File: src/rtl/sgb_pkg.sv
package sgb_pkg;

   typedef enum logic [1:0] {
      CODE_IDLE  = 2'd0,
      CODE_RDATA = 2'd1,
      CODE_WDATA = 2'd2,
      CODE_ADDR  = 2'd3
   } sgb_code_e;

   typedef enum logic [2:0] {
      ACT_NONE,
      ACT_RD_DATA,
      ACT_RD_STAT,
      ACT_RD_JOY,
      ACT_CONFLICT,
      ACT_ADDR_BACK,
      ACT_WR_DATA,
      ACT_WR_ADDR
   } sgb_act_e;

endpackage

File: src/rtl/sgb_cmd_reg.sv
module sgb_cmd_reg #(
   parameter int CMD_W = 4
) (
   input  logic             clk,
   input  logic             rst_n,
   input  logic             wr_en,
   input  logic [CMD_W-1:0] wr_val,
   output logic [CMD_W-1:0] cmd_q
);

   always_ff @(posedge clk) begin
      if (!rst_n)
         cmd_q <= '0;
      else if (wr_en)
         cmd_q <= wr_val;
   end


   cmd_load_chk: assert property (@(posedge clk) disable iff (!rst_n)
      wr_en |=> cmd_q == $past(wr_val));

endmodule

File: src/rtl/sgb_decode.sv
module sgb_decode
   import sgb_pkg::*;
#(
   parameter int CMD_W    = 4,
   parameter bit EXTENDED = 1'b1
) (
   input  logic [CMD_W-1:0] cmd,
   input  logic             data_wr,
   input  logic             data_rd,
   output sgb_act_e         act
);

   logic      ovr_joy;
   logic      ovr_stat;
   sgb_code_e code;

   assign code = sgb_code_e'(cmd[1:0]);

   generate
      if (EXTENDED) begin : g_ext
         assign ovr_joy  = cmd[3];
         assign ovr_stat = cmd[2];
      end else begin : g_basic
         assign ovr_joy  = 1'b0;
         assign ovr_stat = 1'b0;
      end
   endgenerate

   always_comb begin
      act = ACT_NONE;
      if (data_wr) begin
         if (!(ovr_joy || ovr_stat)) begin
            case (code)
               CODE_WDATA: act = ACT_WR_DATA;
               CODE_ADDR:  act = ACT_WR_ADDR;
               default:    act = ACT_NONE;
            endcase
         end
      end else if (data_rd) begin
         if (ovr_joy)
            act = ACT_RD_JOY;
         else if (ovr_stat)
            act = ACT_RD_STAT;
         else begin
            case (code)
               CODE_RDATA: act = ACT_RD_DATA;
               CODE_WDATA: act = ACT_CONFLICT;
               CODE_ADDR:  act = ACT_ADDR_BACK;
               default:    act = ACT_NONE;
            endcase
         end
      end
   end

endmodule

File: src/rtl/sgb_datapath.sv
module sgb_datapath
   import sgb_pkg::*;
#(
   parameter int DATA_W = 8,
   parameter int ADDR_W = 4
) (
   input  logic              clk,
   input  logic              rst_n,
   input  sgb_act_e          act,
   input  logic [DATA_W-1:0] bus_wdata,
   input  logic [DATA_W-1:0] snd_rdata,
   input  logic [DATA_W-1:0] snd_status,
   input  logic [DATA_W-1:0] joy_in,
   output logic [DATA_W-1:0] rd_val,
   output logic              snd_stb,
   output logic              snd_asel,
   output logic              snd_rnw,
   output logic [DATA_W-1:0] snd_wdata
);

   localparam int PAD_W = DATA_W - ADDR_W;

   logic [ADDR_W-1:0] addr_q;
   logic [DATA_W-1:0] addr_ext;

   assign addr_ext = {{PAD_W{1'b0}}, addr_q};

   always_ff @(posedge clk) begin
      if (!rst_n)
         addr_q <= '0;
      else if (act == ACT_WR_ADDR)
         addr_q <= bus_wdata[ADDR_W-1:0];
   end

   always_comb begin
      snd_stb   = 1'b0;
      snd_asel  = 1'b0;
      snd_rnw   = 1'b1;
      snd_wdata = bus_wdata;
      rd_val    = '1;
      case (act)
         ACT_RD_DATA: begin
            snd_stb = 1'b1;
            rd_val  = snd_rdata;
         end
         ACT_RD_STAT: begin
            snd_stb  = 1'b1;
            snd_asel = 1'b1;
            rd_val   = snd_status;
         end
         ACT_RD_JOY:    rd_val = joy_in;
         ACT_ADDR_BACK: rd_val = addr_ext;
         ACT_WR_DATA: begin
            snd_stb = 1'b1;
            snd_rnw = 1'b0;
         end
         ACT_WR_ADDR: begin
            snd_stb   = 1'b1;
            snd_asel  = 1'b1;
            snd_rnw   = 1'b0;
            snd_wdata = {{PAD_W{1'b0}}, bus_wdata[ADDR_W-1:0]};
         end
         default: ;
      endcase
   end


   addr_latch_chk: assert property (@(posedge clk) disable iff (!rst_n)
      (act == ACT_WR_ADDR) |=> addr_q == $past(bus_wdata[ADDR_W-1:0]));


   addr_hold_chk: assert property (@(posedge clk) disable iff (!rst_n)
      (act != ACT_WR_ADDR) |=> $stable(addr_q));

endmodule

File: src/rtl/sgb_bridge.sv
module sgb_bridge
   import sgb_pkg::*;
#(
   parameter int DATA_W   = 8,
   parameter int ADDR_W   = 4,
   parameter bit EXTENDED = 1'b1
) (
   input  logic              clk,
   input  logic              rst_n,
   input  logic              bus_cs,
   input  logic              bus_sel,
   input  logic              bus_wr,
   input  logic              bus_rd,
   input  logic [DATA_W-1:0] bus_wdata,
   output logic [DATA_W-1:0] bus_rdata,
   output logic              snd_stb,
   output logic              snd_asel,
   output logic              snd_rnw,
   output logic [DATA_W-1:0] snd_wdata,
   input  logic [DATA_W-1:0] snd_rdata,
   input  logic [DATA_W-1:0] snd_status,
   input  logic [DATA_W-1:0] joy_in
);

   localparam int CMD_W  = EXTENDED ? 4 : 2;
   localparam int FILL_W = DATA_W - CMD_W;

   generate
      if (DATA_W < CMD_W + 1) begin : g_bad_dw
         $error("DATA_W too narrow for command readback");
      end
      if (ADDR_W < 1 || ADDR_W > DATA_W) begin : g_bad_aw
         $error("ADDR_W must lie in 1..DATA_W");
      end
   endgenerate

   logic             cmd_wr;
   logic             data_wr;
   logic             data_rd;
   logic [CMD_W-1:0] cmd_q;
   logic [DATA_W-1:0] data_val;
   sgb_act_e         act;

   assign cmd_wr  = bus_cs && !bus_sel && bus_wr;
   assign data_wr = bus_cs &&  bus_sel && bus_wr;
   assign data_rd = bus_cs &&  bus_sel && bus_rd;

   sgb_cmd_reg #(.CMD_W(CMD_W)) cmd_i (
      .clk    (clk),
      .rst_n  (rst_n),
      .wr_en  (cmd_wr),
      .wr_val (bus_wdata[CMD_W-1:0]),
      .cmd_q  (cmd_q)
   );

   sgb_decode #(.CMD_W(CMD_W), .EXTENDED(EXTENDED)) dec_i (
      .cmd     (cmd_q),
      .data_wr (data_wr),
      .data_rd (data_rd),
      .act     (act)
   );

   sgb_datapath #(.DATA_W(DATA_W), .ADDR_W(ADDR_W)) dp_i (
      .clk        (clk),
      .rst_n      (rst_n),
      .act        (act),
      .bus_wdata  (bus_wdata),
      .snd_rdata  (snd_rdata),
      .snd_status (snd_status),
      .joy_in     (joy_in),
      .rd_val     (data_val),
      .snd_stb    (snd_stb),
      .snd_asel   (snd_asel),
      .snd_rnw    (snd_rnw),
      .snd_wdata  (snd_wdata)
   );

   assign bus_rdata = bus_sel ? data_val : {{FILL_W{1'b1}}, cmd_q};


   stb_data_port_chk: assert property (@(posedge clk) disable iff (!rst_n)
      snd_stb |-> (bus_cs && bus_sel));


   rd_stb_dir_chk: assert property (@(posedge clk) disable iff (!rst_n)
      (snd_stb && bus_rd && !bus_wr) |-> snd_rnw);


   wr_stb_dir_chk: assert property (@(posedge clk) disable iff (!rst_n)
      (snd_stb && bus_wr) |-> !snd_rnw);


   idle_wr_chk: assert property (@(posedge clk) disable iff (!rst_n)
      (bus_wr && cmd_q[1] == 1'b0) |-> !snd_stb);

endmodule

File: config.mk
export PLATFORM = sky130hd
export DESIGN_NAME = sgb_bridge
export DESIGN_NICKNAME = d
export VERILOG_FILES = /design/src/rtl/sgb_pkg.sv /design/src/rtl/sgb_cmd_reg.sv /design/src/rtl/sgb_decode.sv /design/src/rtl/sgb_datapath.sv /design/src/rtl/sgb_bridge.sv
export SDC_FILE = /design/constraint.sdc
export NUM_CORES = 1
export LEC_CHECK = 0
export ABC_AREA = 1
export BUFFER_PORTS_ARGS = -buffer_cell sky130_fd_sc_hd__buf_4
export CAP_MARGIN = 10
export CORE_MARGIN = 10
export CORE_UTILIZATION = 43
export CTS_CLUSTER_DIAMETER = 80
export DETAILED_ROUTE_END_ITERATION = 12
export GPL_ROUTABILITY_DRIVEN = 0
export PLACE_DENSITY = 0.95
export SETUP_SLACK_MARGIN = 0.15
export SLEW_MARGIN = 5
export SYNTH_ARGS = -nofsm -noshare
export SYNTH_HDL_FRONTEND = slang
export SYNTH_SLANG_ARGS = --single-unit
File: constraint.sdc
create_clock -name clk -period 2.04 [get_ports clk]
set_input_delay 0.102 -clock clk [delete_from_list [all_inputs] [get_ports clk]]
set_output_delay 0.102 -clock clk [all_outputs]
set_load 0.005 [all_outputs]
[Word-level counts from Yosys, hierarchy flattened]
Cells that the tools add are included.
Word-level totals
  bits in registers: 8
  input bits: 38
  output and inout bits: 19
  word-level logic and storage cells: 34
Operators by class
  equal/unequal tests: 9
  mux-type cells: 13
  reduce and logical (&&, ||, !) cells: 10
Operators with widths (number)
  $pmux 8 s4: 1
  $mux 8: 2
  $mux 3: 5
  $eq 3x3->1 const B: 3
  $pmux 3 s3: 1
  $eq 3x2->1 const B: 2
  $pmux 3 s2: 1
  $logic_and 1x1->1: 5
  $eq 2x2->1 const B: 2
  $reduce_or 2->1: 2
  $reduce_or 4->1: 1
  $eq 3x1->1 const B: 1
  $mux 1: 3
  $eq 2x1->1 const B: 1
  $logic_not 1->1: 1
  $logic_or 1x1->1: 1

[Longest topological paths before layout]
  word-level depth: 9
  gate-level depth with buffers: 9
  mapped depth without buffers: 9

[By module]
Synthesis repeated with hierarchy kept, for this count alone.
Unflattened totals
  cells, all modules: 180
  area total of the unflattened synthesis: 914.6 um2
By module, submodules not included
  sgb_datapath: instances 1, cells each 110, area each 554.3 um2, sequential area each 80.1 um2
  sgb_cmd_reg: instances 1, cells each 25, area each 166.4 um2, sequential area each 80.1 um2
  sgb_bridge: instances 1, cells each 28, area each 117.6 um2, sequential area each 0.0 um2
  sgb_decode: instances 1, cells each 17, area each 76.3 um2, sequential area each 0.0 um2

[Worst setup path before layout]
No wires, ideal clock.
  path type: register to output
  start: reg cmd_i.cmd_q[0]
  end: out bus_rdata[0]
  arrival time: 1.228 ns
  data required time: 1.938 ns
  setup slack: 0.710 ns
  stages on the path, launching flop included: 9
  path buffers: 1
  path through: dfxtp_1 buf_2 a21oi_1 nor2_2 nand2_4 o21ai_4 nand2_1 nor2_1 nor2_1
On the way
  longest elaborated chain between the ends: 9
  elaborated cells on any way between the ends: 16
  those cells by class: 7 x eq/ne; 9 x mux
RTL lines
  start, declared: line sgb_cmd_reg.sv:8  | output logic [CMD_W-1:0] cmd_q
  start signal, assigned: line sgb_cmd_reg.sv:15  | cmd_q <= wr_val;
  $eq 2x2->1 / $eq 2x1->1 (equally long branches): line sgb_decode.sv:33, sgb_decode.sv:45
  $pmux 3 s3: line sgb_decode.sv:45  | case (code)
  $mux 3: line sgb_decode.sv:42  | else if (ovr_stat)
  $mux 3: line sgb_decode.sv:40  | if (ovr_joy)
  $mux 3: line sgb_decode.sv:39  | end else if (data_rd) begin
  $mux 3: line sgb_decode.sv:31  | if (data_wr) begin
  $eq 3x3->1, or another cell as far along: line sgb_datapath.sv:41  | case (act)
  $pmux 8 s4: line sgb_datapath.sv:41
  $mux 8 (*): line sgb_bridge.sv:78  | assign bus_rdata = bus_sel ? data_val : {{FILL_W{1'b1}}, cmd_q};
  end, declared: line sgb_bridge.sv:15  | output logic [DATA_W-1:0] bus_rdata,
Every way passes the cells marked *; elsewhere a longest branch is shown, timed or not.

[Worst setup path in the final report]
  start: reg cmd_i.cmd_q[0]
  end: out bus_rdata[3]
On the way
  longest elaborated chain between the ends: 9
  elaborated cells on any way between the ends: 16
  those cells by class: 7 x eq/ne; 9 x mux
RTL lines (line)
  $eq 2x2->1 / $eq 2x1->1 (equally long branches): sgb_decode.sv:33, sgb_decode.sv:45
  $pmux 3 s3: sgb_decode.sv:45
  $mux 3: sgb_decode.sv:42
  $mux 3: sgb_decode.sv:40
  $mux 3: sgb_decode.sv:39
  $mux 3 (*): sgb_decode.sv:31
  $eq 3x3->1, or another cell as far along: sgb_datapath.sv:41
  $pmux 8 s4 (*): sgb_datapath.sv:41
  $mux 8 (*): sgb_bridge.sv:78
Marked as above.

==> summary.txt <==
DR WL/cell: 17.2 um
Int Power: 0.314 mW
DR vias/cell: 5.81
post-synthesis sequential area ratio: 20.6%
largest net degree at the start of global routing: 10
critical-path cell list: inv_1 -> o21ai_0 -> nand4_1 -> inv_2 -> nand2_1 -> nand3_1 -> nor2_1 -> nor2_1 -> buf_4
DRC violations left: 0
die height: 62.5 um
switching portion of total power: 30.0%
Hold Buf Count CTS: 0
Finished Layout Cells: 219
Critical path buffers and inverters: 3
later-pin clock latency in the skew report: 250 ps
leakage power total: 0.650 nW
Avg Inst Size Synth: 5.94 sq um
syn_nets: 169
reg2reg path depth: 7
Mapped Cells: 131
Final Cell Area: 0.00134 sq mm
# Max-Cap Violations: 0
Hold Crit Class: input port to flip-flop
ANT cells: 0
Slew HR: 80.4%
Post-DP HPWL: 2.63 mm
hold path endpoint: cmd_i.cmd_q[1]
initial core utilization: 45.1%
Cell Pwr Density: 335 mW/mm^2
Tot GR Track Use: 15.4%
status: finished, final reports clean
Final Hold Viols: 0
FF+latch count, synth: 8
# port buffers: 56
Layout area overhead: 72.0%
drt pass-1 iters: 4
flop2flop setup slack: 520 ps
DRT Wirelength: 3.78 mm
final setup fails: 0
die area: 0.00391 sq mm
Sw Pwr: 0.134 mW
Critical R2R Launch: cmd_i.cmd_q[3]
Hold Crit Start: bus_wdata[1]
Placed Area: 0.00119 sq mm
std cell rows: 15
CTS buffer count: 3
placed insts: 206
Top Ports: 57
setup tns final: 0 ps
maximum clock frequency: 531 MHz
Final Core Density: 77.5%
worst-margin pin slew: 293 ps
Sequential Power Share: 38.0%
Clock Sink Count: 8
Setup Skew: 1.91 ps
crit-path leading delay family: simple AND/OR/NAND/NOR gates
Root Driver: clkbuf_4
clock slew at reported path FFs: 50 ps
peak supply drop: 395 uV
fin. max-slew vios: 0
CTS tree: built
Startpoint Class: flip-flop
CP max FO: 8
Congestion Overflow GR: 0
Critical Path Slowest Stage Cell: dfxtp_2
combinational share of power: 35.3%
power share of the clock group: 26.7%
ANT nets after route: 0
Vias: 1272
core region area: 0.00173 sq mm
worst endpoint data arrival time: 1780 ps
clk buf depth: 2
WHS: 113 ps
Crit path top cell by count: nor2_1
final critical-path required period: 1880 ps
Worst Setup End Kind: primary output
critical register-to-register path endpoint: dp_i.addr_q[1]
vias in the first global route: 1149
global-route wire length before repair: 5.13 mm
Setup CP Type: flip-flop to primary output
Ys Warns: 0
cell area after synthesis: 778 sq um
fin crit share: 92.3%
H-Tree Level Count: 1
layout cells sized above 1: 45.9%
initial drt markers: 127
Distinct cells, synth: 21
Nets: 234
initial antenna violation count: 0
hold path cells: 3
Crit. Startpoint: cmd_i.cmd_q[0]
crit-path max cell delay: 420 ps
Die X: 62.5 um
Critical Path RT: 1940 ps
kinds of logic after synthesis:
logic type      synth area share [%]
compound gates                  13.0
buf+inv                         13.7
flops                           20.6
simple gates                    52.7
per-layer routing:
layer | vias to the layer above | share of wire (%) | wire length (um) | global-route usage, %
met2 | 117 | 50 | 1890 | 29.2
met3 | 28 | 11 | 408 | 4.48
met5 | - | 0 | 0 | 0
met4 | 0 | 4.2 | 157 | 6.42
li1 | 562 | - | - | -
met1 | 565 | 35 | 1320 | 15.1
placed cells by master (no fill, tap or decap):
master,count
nor2_4,3
inv_1,14
clkbuf_4,3
nand2_4,2
o21ai_4,2
nand2_1,34
inv_2,3
nand3_2,2
dfxtp_1,5
a22oi_1,1
buf_4,66
nor2_1,14
nor2_8,1
a21oi_4,1
nor2_2,3
nor3_1,1
dfxtp_4,2
o21ai_0,5
a21oi_1,7
nand3_1,9
nand4_1,14
dfxtp_2,1
o211ai_1,1
cells in the mapped netlist:
master	number	area, sq um
nand2_1	35	131
inv_1	16	60.1
nor2_1	16	60.1
nand4_1	14	87.6
nand3_1	9	45.0
a21oi_1	8	40.0
dfxtp_1	8	160
buf_4	5	37.5
o21ai_0	5	25.0
nor2_2	3	18.8
nand3_2	2	20.0
a22oi_1	1	7.51
buf_2	1	5.00
inv_2	1	3.75
nand2_4	1	11.3
nor2_4	1	11.3
nor2_8	1	20.0
nor3_1	1	5.00
o211ai_1	1	7.51
o21ai_1	1	5.00
o21ai_4	1	16.3
power groups by stage:
stage,clock (mW),combinational (mW),sequential (mW)
2_1_floorplan,0,0.0541,0.166
3_5_place_dp,0,0.140,0.169
6_report,0.120,0.158,0.171
3_3_place_gp,0,0.136,0.169
4_1_cts,0.120,0.143,0.167
5_1_grt,0.129,0.169,0.171
metrics by stage:
| stage | power, mW | setup slack, ps |
|---|---|---|
| after floorplan | 0.220 | 710 |
| after global placement | 0.305 | 507 |
| after detailed placement | 0.310 | 393 |
| after CTS | 0.430 | 150 |
| after global routing | 0.469 | -9.91 |
| final | 0.449 | 157 |
how the worst max path moves through the flow:
stage / cells after the start / to
detailed placement: 8 / bus_rdata[2]
global placement: 8 / bus_rdata[3]
finish: 9 / bus_rdata[3]
CTS: 10 / bus_rdata[2]
global route: 9 / bus_rdata[1]
floorplan: 8 / bus_rdata[0]
timing repair:
action / CTS / global route
setup buffers: 0 / 10
setup endpoints to repair: 4 / 13
pin swaps: 0 / 4
resized for setup: 4 / 13
cell type report:
| class | count | area (sq um) |
|---|---|---|
| multi-input cells | 100 | 557 |
| repair buffers | 66 | 495 |
| inverters | 17 | 63.8 |
| flip-flops and latches | 8 | 169 |
| clock buffers | 3 | 22.5 |
| well taps | 25 | 31.3 |
| fillers | 126 | 388 |
worst register-to-register path, delay by kind of cell (launching register included):
kind / cells / cell delay (ps)
AOI/OAI and AO/OA: 1 / 80
buffers and inverters: 1 / 160
DFF: 1 / 380
and+or+nand+nor: 5 / 800
registers in the layout, summed over array words and instances (netlist names):
name         flops
cmd_i.cmd_q      4
dp_i.addr_q      4
(Power assumes the default switching activity.)
